`src/rtl/agen_pkg.sv`:
```
package agen_pkg;

    // Ordering: bit1 = downward, bit0 = step before use
    typedef enum logic [1:0] {
        AM_UP_AFTER    = 2'd0,
        AM_UP_BEFORE   = 2'd1,
        AM_DOWN_AFTER  = 2'd2,
        AM_DOWN_BEFORE = 2'd3
    } agen_mode_e;

    typedef enum logic [1:0] {
        ST_IDLE = 2'd0,
        ST_RUN  = 2'd1,
        ST_FIN  = 2'd2
    } agen_state_e;

endpackage

```
`src/rtl/agen_mode_map.sv`:
```
module agen_mode_map
    import agen_pkg::*;
(
    input  logic       alias_en,
    input  logic       is_load,
    input  logic [1:0] direct_mode,
    input  logic [1:0] stack_kind,
    output agen_mode_e mode
);

    // stack_kind: bit1 ascending, bit0 empty
    always_comb begin
        if (!alias_en) begin
            mode = agen_mode_e'(direct_mode);
        end else if (is_load) begin
            // pops: FD->up/after, ED->up/before, FA->down/after, EA->down/before
            mode = agen_mode_e'(stack_kind);
        end else begin
            // pushes: EA->up/after, FA->up/before, ED->down/after, FD->down/before
            mode = agen_mode_e'(~stack_kind);
        end
    end

endmodule

```
`src/rtl/agen_low_pick.sv`:
```
module agen_low_pick #(
    parameter int LIST_W = 16,
    localparam int IDX_W = $clog2(LIST_W)
) (
    input  logic [LIST_W-1:0] mask,
    output logic [LIST_W-1:0] first_oh,
    output logic [IDX_W-1:0]  first_idx,
    output logic              single
);

    logic [LIST_W:0] seen;
    assign seen[0] = 1'b0;

    for (genvar i = 0; i < LIST_W; i++) begin : g_chain
        assign seen[i+1]   = seen[i] | mask[i];
        assign first_oh[i] = mask[i] & ~seen[i];
    end

    always_comb begin
        first_idx = '0;
        for (int i = 0; i < LIST_W; i++) begin
            if (first_oh[i]) first_idx = IDX_W'(i);
        end
    end

    assign single = seen[LIST_W] && ((mask & ~first_oh) == '0);

endmodule

```
`src/rtl/agen_span_calc.sv`:
```
module agen_span_calc
    import agen_pkg::*;
#(
    parameter int ADDR_W = 32,
    parameter int LIST_W = 16,
    parameter int STEP   = 4,
    localparam int CNT_W = $clog2(LIST_W + 1),
    localparam int SH    = $clog2(STEP)
) (
    input  logic [ADDR_W-1:0] base,
    input  logic [LIST_W-1:0] mask,
    input  agen_mode_e        mode,
    output logic [ADDR_W-1:0] first_addr,
    output logic [ADDR_W-1:0] final_base
);

    logic [CNT_W-1:0]  cnt;
    logic [ADDR_W-1:0] span;

    always_comb begin
        cnt = '0;
        for (int i = 0; i < LIST_W; i++) begin
            cnt = cnt + CNT_W'(mask[i]);
        end
    end

    assign span = ADDR_W'(cnt) << SH;

    always_comb begin
        unique case (mode)
            AM_UP_AFTER:    first_addr = base;
            AM_UP_BEFORE:   first_addr = base + ADDR_W'(STEP);
            AM_DOWN_AFTER:  first_addr = base - span + ADDR_W'(STEP);
            AM_DOWN_BEFORE: first_addr = base - span;
            default:        first_addr = base;
        endcase
    end

    assign final_base = mode[1] ? (base - span) : (base + span);

endmodule

```
`src/rtl/blk_xfer_agen.sv`:
```
module blk_xfer_agen
    import agen_pkg::*;
#(
    parameter int ADDR_W = 32,
    parameter int LIST_W = 16,
    parameter int STEP   = 4,
    localparam int IDX_W = $clog2(LIST_W)
) (
    input  logic              clk,
    input  logic              rst_n,
    input  logic              start,
    input  logic [ADDR_W-1:0] base_addr,
    input  logic [LIST_W-1:0] reg_list,
    input  logic [1:0]        mode_sel,
    input  logic              alias_en,
    input  logic              is_load,
    input  logic [1:0]        stack_kind,
    input  logic              wb_en,
    output logic              busy,
    output logic              xfer_valid,
    output logic [IDX_W-1:0]  xfer_idx,
    output logic [ADDR_W-1:0] xfer_addr,
    output logic              xfer_last,
    output logic              done,
    output logic              wb_valid,
    output logic [ADDR_W-1:0] wb_addr
);

    agen_state_e       state, state_nx;
    logic [LIST_W-1:0] pend, pend_nx;
    logic [ADDR_W-1:0] cur_addr, addr_nx;
    logic [ADDR_W-1:0] wb_q, wb_nx;
    logic              wben_q, wben_nx;

    agen_mode_e        eff_mode;
    logic [ADDR_W-1:0] calc_first, calc_final;
    logic [LIST_W-1:0] pick_oh;
    logic [IDX_W-1:0]  pick_idx;
    logic              pick_single;

    agen_mode_map u_map (
        .alias_en    (alias_en),
        .is_load     (is_load),
        .direct_mode (mode_sel),
        .stack_kind  (stack_kind),
        .mode        (eff_mode)
    );

    agen_span_calc #(
        .ADDR_W (ADDR_W),
        .LIST_W (LIST_W),
        .STEP   (STEP)
    ) u_span (
        .base       (base_addr),
        .mask       (reg_list),
        .mode       (eff_mode),
        .first_addr (calc_first),
        .final_base (calc_final)
    );

    agen_low_pick #(
        .LIST_W (LIST_W)
    ) u_pick (
        .mask      (pend),
        .first_oh  (pick_oh),
        .first_idx (pick_idx),
        .single    (pick_single)
    );

    // State register
    always_ff @(posedge clk or negedge rst_n) begin
        if (!rst_n) begin
            state    <= ST_IDLE;
            pend     <= '0;
            cur_addr <= '0;
            wb_q     <= '0;
            wben_q   <= 1'b0;
        end else begin
            state    <= state_nx;
            pend     <= pend_nx;
            cur_addr <= addr_nx;
            wb_q     <= wb_nx;
            wben_q   <= wben_nx;
        end
    end

    // Transitions: launch, skip, advance, drain, retire
    always_comb begin
        state_nx = state;
        pend_nx  = pend;
        addr_nx  = cur_addr;
        wb_nx    = wb_q;
        wben_nx  = wben_q;
        unique case (state)
            ST_IDLE: begin
                if (start) begin
                    pend_nx  = reg_list;
                    addr_nx  = calc_first;
                    wb_nx    = calc_final;
                    wben_nx  = wb_en;
                    state_nx = (reg_list == '0) ? ST_FIN : ST_RUN;
                end
            end
            ST_RUN: begin
                pend_nx = pend & ~pick_oh;
                addr_nx = cur_addr + ADDR_W'(STEP);
                if (pick_single) state_nx = ST_FIN;
            end
            ST_FIN: begin
                state_nx = ST_IDLE;
            end
            default: state_nx = ST_IDLE;
        endcase
    end

    // Outputs
    always_comb begin
        busy       = (state != ST_IDLE);
        xfer_valid = (state == ST_RUN);
        xfer_idx   = pick_idx;
        xfer_addr  = cur_addr;
        xfer_last  = (state == ST_RUN) && pick_single;
        done       = (state == ST_FIN);
        wb_valid   = (state == ST_FIN) && wben_q;
        wb_addr    = wb_q;
    end

endmodule

```
`config.mk`:
```
export PLATFORM = sky130hd
export DESIGN_NAME = blk_xfer_agen
export DESIGN_NICKNAME = d
export VERILOG_FILES = /design/src/rtl/agen_pkg.sv /design/src/rtl/agen_mode_map.sv /design/src/rtl/agen_low_pick.sv /design/src/rtl/agen_span_calc.sv /design/src/rtl/blk_xfer_agen.sv
export SDC_FILE = /design/constraint.sdc
export NUM_CORES = 1
export LEC_CHECK = 0
export CAP_MARGIN = 5
export CORE_MARGIN = 4
export CORE_UTILIZATION = 57
export DETAILED_ROUTE_END_ITERATION = 8
export PLACE_DENSITY = 0.83
export SYNTH_ARGS = -nofsm -noshare
export SYNTH_HDL_FRONTEND = slang
export SYNTH_HIERARCHICAL = 1
export SYNTH_SLANG_ARGS = --single-unit
```
`constraint.sdc`:
```
create_clock -name clk -period 3.3 [get_ports clk]
set_input_delay 0.66 -clock clk [delete_from_list [all_inputs] [get_ports clk]]
set_output_delay 0.66 -clock clk [all_outputs]
set_load 0.02 [all_outputs]
```
==> results.md, run 1 <==
- Register area share after synthesis: 23.1%
- Cell area after synthesis: 9000 um^2
- Syn_nets: 1301
- Syn Inst Count: 1210
- Die X: 134 um
- GRT worst endpoint: xfer_addr[26]$_DFFE_PN0P_/D
- Clk sinks: 83
- CTS buffer count: 9
- Clk root buf: clkbuf_16
- Yosys reg bits: 83
- Count of cell types in the netlist: 96
- Largest buffer count on any clock path: 2
- Initial core utilization: 58.8%
- Main synth FF type: dfrtp_1
- Gr usage total: 102%
- Post-cts hold buffer count: 0
- Yosys warnings: 6
- Die Y: 134 um
- Worst End Pin Type: sequential cell input
- DP HPWL: 27600 um
- Routability cong.: 1.06
- Row cnt: 45
- Syn_area_per_cell: 7.44 um^2
- Ys async rst share: 100%
- Post-synth EDFFs: 0
- Port bufs: 130
- # IOs: 131
- H-tree lvl count: 3
- Log Error: [ERROR GRT-0232] Routing congestion too high. Check the congestion heatmap in the GUI.
- Largest net degree at the start of global routing: 84
- GR Overflow Total: 1556
- Halt Stage: global routing
- Status: did not finish
-- cell families after synthesis --
family | Yosys count | synth area share [%]
AOI/OAI and AO/OA | 258 | 20.3
xor gates and xnor gates | 79 | 7.69
adders and majority gates | 33 | 5.59
buffers and inverters | 142 | 6.69
DFF | 83 | 23.1
muxes | 20 | 2.38
and+or+nand+nor | 595 | 34.3
-- routing by layer --
metal | GRT overflow | track usage [%]
met3 | 25 | 84.5
met1 | 17 | 90.3
met4 | 516 | 122
met5 | 3 | 54.2
met2 | 995 | 125
-- repair_timing --
item	CTS
buffers inserted	36
pin swaps	121
endpoints found under the setup margin	65
gates resized for setup	192
-- synth_stat cells, types with 8 or more instances --
| cell type | n | share of area [%] |
|---|---|---|
| a211oi_1 | 8 | 0.67 |
| a21o_1 | 11 | 0.92 |
| a21oi_1 | 52 | 2.9 |
| a22oi_1 | 22 | 1.8 |
| a2bb2oi_1 | 10 | 0.97 |
| a311oi_1 | 9 | 0.88 |
| a31oi_1 | 11 | 0.76 |
| and3_1 | 17 | 1.2 |
| and4_1 | 8 | 0.78 |
| clkbuf_1 | 73 | 3.0 |
| dfrtp_1 | 83 | 23 |
| fa_1 | 12 | 2.7 |
| ha_1 | 21 | 2.9 |
| inv_1 | 47 | 2.0 |
| mux2_2 | 11 | 1.4 |
| mux2i_1 | 9 | 1.0 |
| nand2_1 | 224 | 9.3 |
| nand2b_1 | 10 | 0.70 |
| nand3_1 | 40 | 2.2 |
| nand4_1 | 18 | 1.3 |
| nor2_1 | 97 | 4.0 |
| nor2b_1 | 14 | 0.97 |
| nor3_1 | 47 | 2.6 |
| nor4_1 | 32 | 2.2 |
| o21ai_0 | 34 | 1.9 |
| o22ai_1 | 19 | 1.3 |
| or2_2 | 8 | 0.56 |
| or3_1 | 12 | 0.83 |
| or4_1 | 8 | 0.67 |
| xnor2_1 | 54 | 5.3 |
| xor2_1 | 25 | 2.4 |
-- through the flow --
step	area, um^2	instances	hold slack, ns	utilization (%)	worst slack (ns)
4_1_cts	14000	1787	0.479	91.2	-3.12
3_5_place_dp	12800	1740	0.462	83.5	-4.00
3_3_place_gp	12800	1740	0.457	83.5	-3.65
2_1_floorplan	9510	1210	0.364	-	-3.03
==> run 2, diff against run 1 <==
Settings changed: CORE_UTILIZATION 57 to 40, PLACE_DENSITY 0.83 to not set, PLACE_DENSITY_LB_ADDON set to 0.15.
==> results.md, run 2 <==
- Vias in the first global route: 10500
- Drt first-iter violations: 855
- Main synth FF type: dfrtp_1 (unchanged)
- Syn_area_per_cell: 7.44 um^2 (unchanged)
- Clk root buf: clkbuf_16 (unchanged)
- Comb pwr share: 74.0%
- First-pass GRT wire length: 57300 um
- RSZ-0062 raised after global routing: yes
- Largest buffer count on any clock path: 2 (unchanged)
- Fmax: 0.156 GHz
- Area delta synth->final: 64.0%
- Via count: 10900
- Total power: 12.6 mW
- Slew Viols, Final: 0
- Reg clk slew, reported paths: 0.07 ns
- # IOs: 131 (unchanged)
- Worst-Margin Slew: 1.05 ns
- Psw: 5.89 mW
- Tightest Hold Check Type: in -> async
- Yosys reg bits: 83 (unchanged)
- Class of the most critical setup path: in -> reg
- Core Area: 22000 um^2
- Slew headroom: 29.2%
- Commonest cells after routing, fill and taps aside: buf_4, nand2_1, clkdlybuf4s50_1, dfrtp_1, nor2_1
- Sw Share: 46.7%
- CP max FO: 6
- Crit share post-route: 194%
- Nets: 1690
- Die X: 158 um (was 134 um)
- Worst setup EP type: flip-flop
- CTS tree: built
- Endpoints failing hold: 0
- Minimum clock period: 6.39 ns
- Power Density: 855 nW/um^2
- Seq pwr share: 16.6%
- Gr usage total: 29.0%
- Largest net degree at the start of global routing: 51
- # diodes: 0
- Setup violators final: 61
- Row cnt: 54 (was 45)
- Initial core utilization: 41.0% (was 58.8%)
- Failing checks: negative setup slack
- Count of cell types in the netlist: 96 (unchanged)
- VDD IR max: 0.736 mV
- Cell area after synthesis: 9000 um^2 (unchanged)
- Port bufs: 130 (unchanged)
- DP Area: 12900 um^2 (was 12800 um^2)
- Fin worst setup slack: -3.09 ns
- Critical path data arrival time: 6.66 ns
- Clock Latency Late Sink: 0.36 ns
- Clk sinks: 83 (unchanged)
- Commonest cells post-synth: nand2_1, nor2_1, dfrtp_1 (unchanged)
- Initial antenna violation count: 0
- Post-cts hold buffer count: 0 (unchanged)
- Vias/cell: 5.78
- Final non-filler cell area: 14800 um^2
- Post-synth EDFFs: 0 (unchanged)
- Detailed-route wire length per cell: 20.1 um
- CTS buffer count: 9 (unchanged)
- Ys async rst share: 100% (unchanged)
- DRC: 0
- Leak Pwr: 6.27 nW
- DRT antenna net count: 0
- Most common cell in the netlist: nand2_1 (unchanged)
- Layout cell share with drive strength beyond 1: 38.6%
- Max Clock Skew: 0.0112 ns
- Routability cong.: 0.990 (was 1.06)
- Syn Inst Count: 1210 (unchanged)
- Worst reg2reg setup slack: 0.63 ns
- Yosys warnings: 6 (unchanged)
- Register area share after synthesis: 23.1% (unchanged)
- Final wirelength: 37900 um
- Area leader, netlist: dfrtp_1 (unchanged)
- Max Cap Violations: 0
- Commonest non-fill, non-tap cell in the layout: buf_4
- Startpoint types: input pin
- Clock power share: 9.4%
- Drt pass-1 iters: 5
- Die footprint: 25000 um^2
- Synth top area cells: dfrtp_1, nand2_1, xnor2_1 (unchanged)
- H-tree lvl count: 3 (unchanged)
- Status: complete, but fails checks (was did not finish)
- Die Y: 158 um (was 134 um)
- GR Overflow Total: 0
- Top cell type's share of synthesized area: 23.1% (unchanged)
- DP HPWL: 27000 um (was 27600 um)
- Critical Path RT: 3.57 ns
- Syn_nets: 1301 (unchanged)
- P_int: 6.72 mW
## run 2: repair_timing
| action | CTS | global route |
|---|---|---|
| setup endpoints to repair | 65 | 63 |
| setup buffers | 56 | 22 |
| pin swaps | 116 | 62 |
| gates resized for setup | 210 | 80 |
## run 2: power groups by stage
| stage | combinational [mW] | sequential (mW) | clock [mW] |
|---|---|---|---|
| finish | 9.33 | 2.10 | 1.19 |
| global route | 9.94 | 2.17 | 1.25 |
| CTS | 8.50 | 2.08 | 1.20 |
| detailed placement | 7.37 | 2.09 | 0 |
| global placement | 7.24 | 2.07 | 0 |
| floorplan | 3.92 | 2.42 | 0 |
## run 2: metal layers
layer	global-route usage, %	up-vias	share of wire (%)
met3	4.51	56	7.1
met5	0	-	0
met4	6.90	0	1.8
met1	41.4	5255	44
met2	46.2	453	47
li1	-	5131	-
## run 2: area by class of cell
cell class / instances / area (um^2)
Clock buffer: 11 / 243
Clock inverter: 5 / 85.1
Fill cell: 1705 / 7200
Inverter: 47 / 181
Multi-Input combinational cell: 985 / 7710
Sequential cell: 83 / 2080
Tap cell: 280 / 350
Timing Repair Buffer: 473 / 4110
## run 2: path summary, 6_finish.rpt
| kind | from | to | depth (start not counted) |
|---|---|---|---|
| setup / recovery | reg_list[3] | xfer_addr[23] | 27 |
| hold / removal | rst_n | pend[1] | 1 |
| setup reg to reg | pend[4] | state[0] | 8 |
| hold reg to reg | wb_addr[6] | wb_addr[6] | 2 |
| max in group asynchronous | rst_n | wb_addr[11] | 2 |
| min in group clk | wb_addr[6] | wb_addr[6] | 2 |
## run 2: per-stage QoR
stage / hold slack (ns) / std cells / utilization, % / setup WS [ns] / TNS, ns
after floorplan: 0.364 / 1210 / - / -3.03 / -124.39
after global placement: 0.453 / 1804 / 58.6 / -3.71 / -176.20
after detailed placement: 0.461 / 1804 / 58.6 / -3.84 / -180.14
after CTS: 0.358 / 1871 / 65.1 / -2.98 / -137.55
after global routing: 0.391 / 1884 / 67.2 / -3.31 / -149.49
final: 0.340 / 1884 / 67.2 / -3.09 / -139.04
## run 2: kinds of logic (layout without fill, tap and decap cells)
family,Yosys count,in the layout,synth area share [%]
fa+ha+maj,33,33,5.59
flops,83,83,23.1
compound gates,258,258,20.3
buf+inv,142,536,6.69
simple gates,595,595,34.3
mux,20,20,2.38
xor+xnor,79,79,7.69
## run 2: critical path: stages
cell,delay [ns]
buf_8,0.10
fa_1,0.55
inv_2,0.04
fa_1,0.53
fa_1,0.43
fa_1,0.46
inv_2,0.08
ha_4,0.15
fa_2,0.26
a21o_1,0.14
and2_4,0.18
inv_1,0.06
ha_2,0.18
or4_4,0.60
buf_4,0.18
nor4_4,0.31
o22ai_2,0.14
buf_4,0.15
buf_4,0.13
or3_4,0.38
nor3_2,0.15
xnor2_1,0.08
o21ai_1,0.18
nor2_1,0.09
a21oi_1,0.16
o22ai_1,0.09
a211oi_1,0.19
Note: power is estimated with default switching activity, not from simulation.
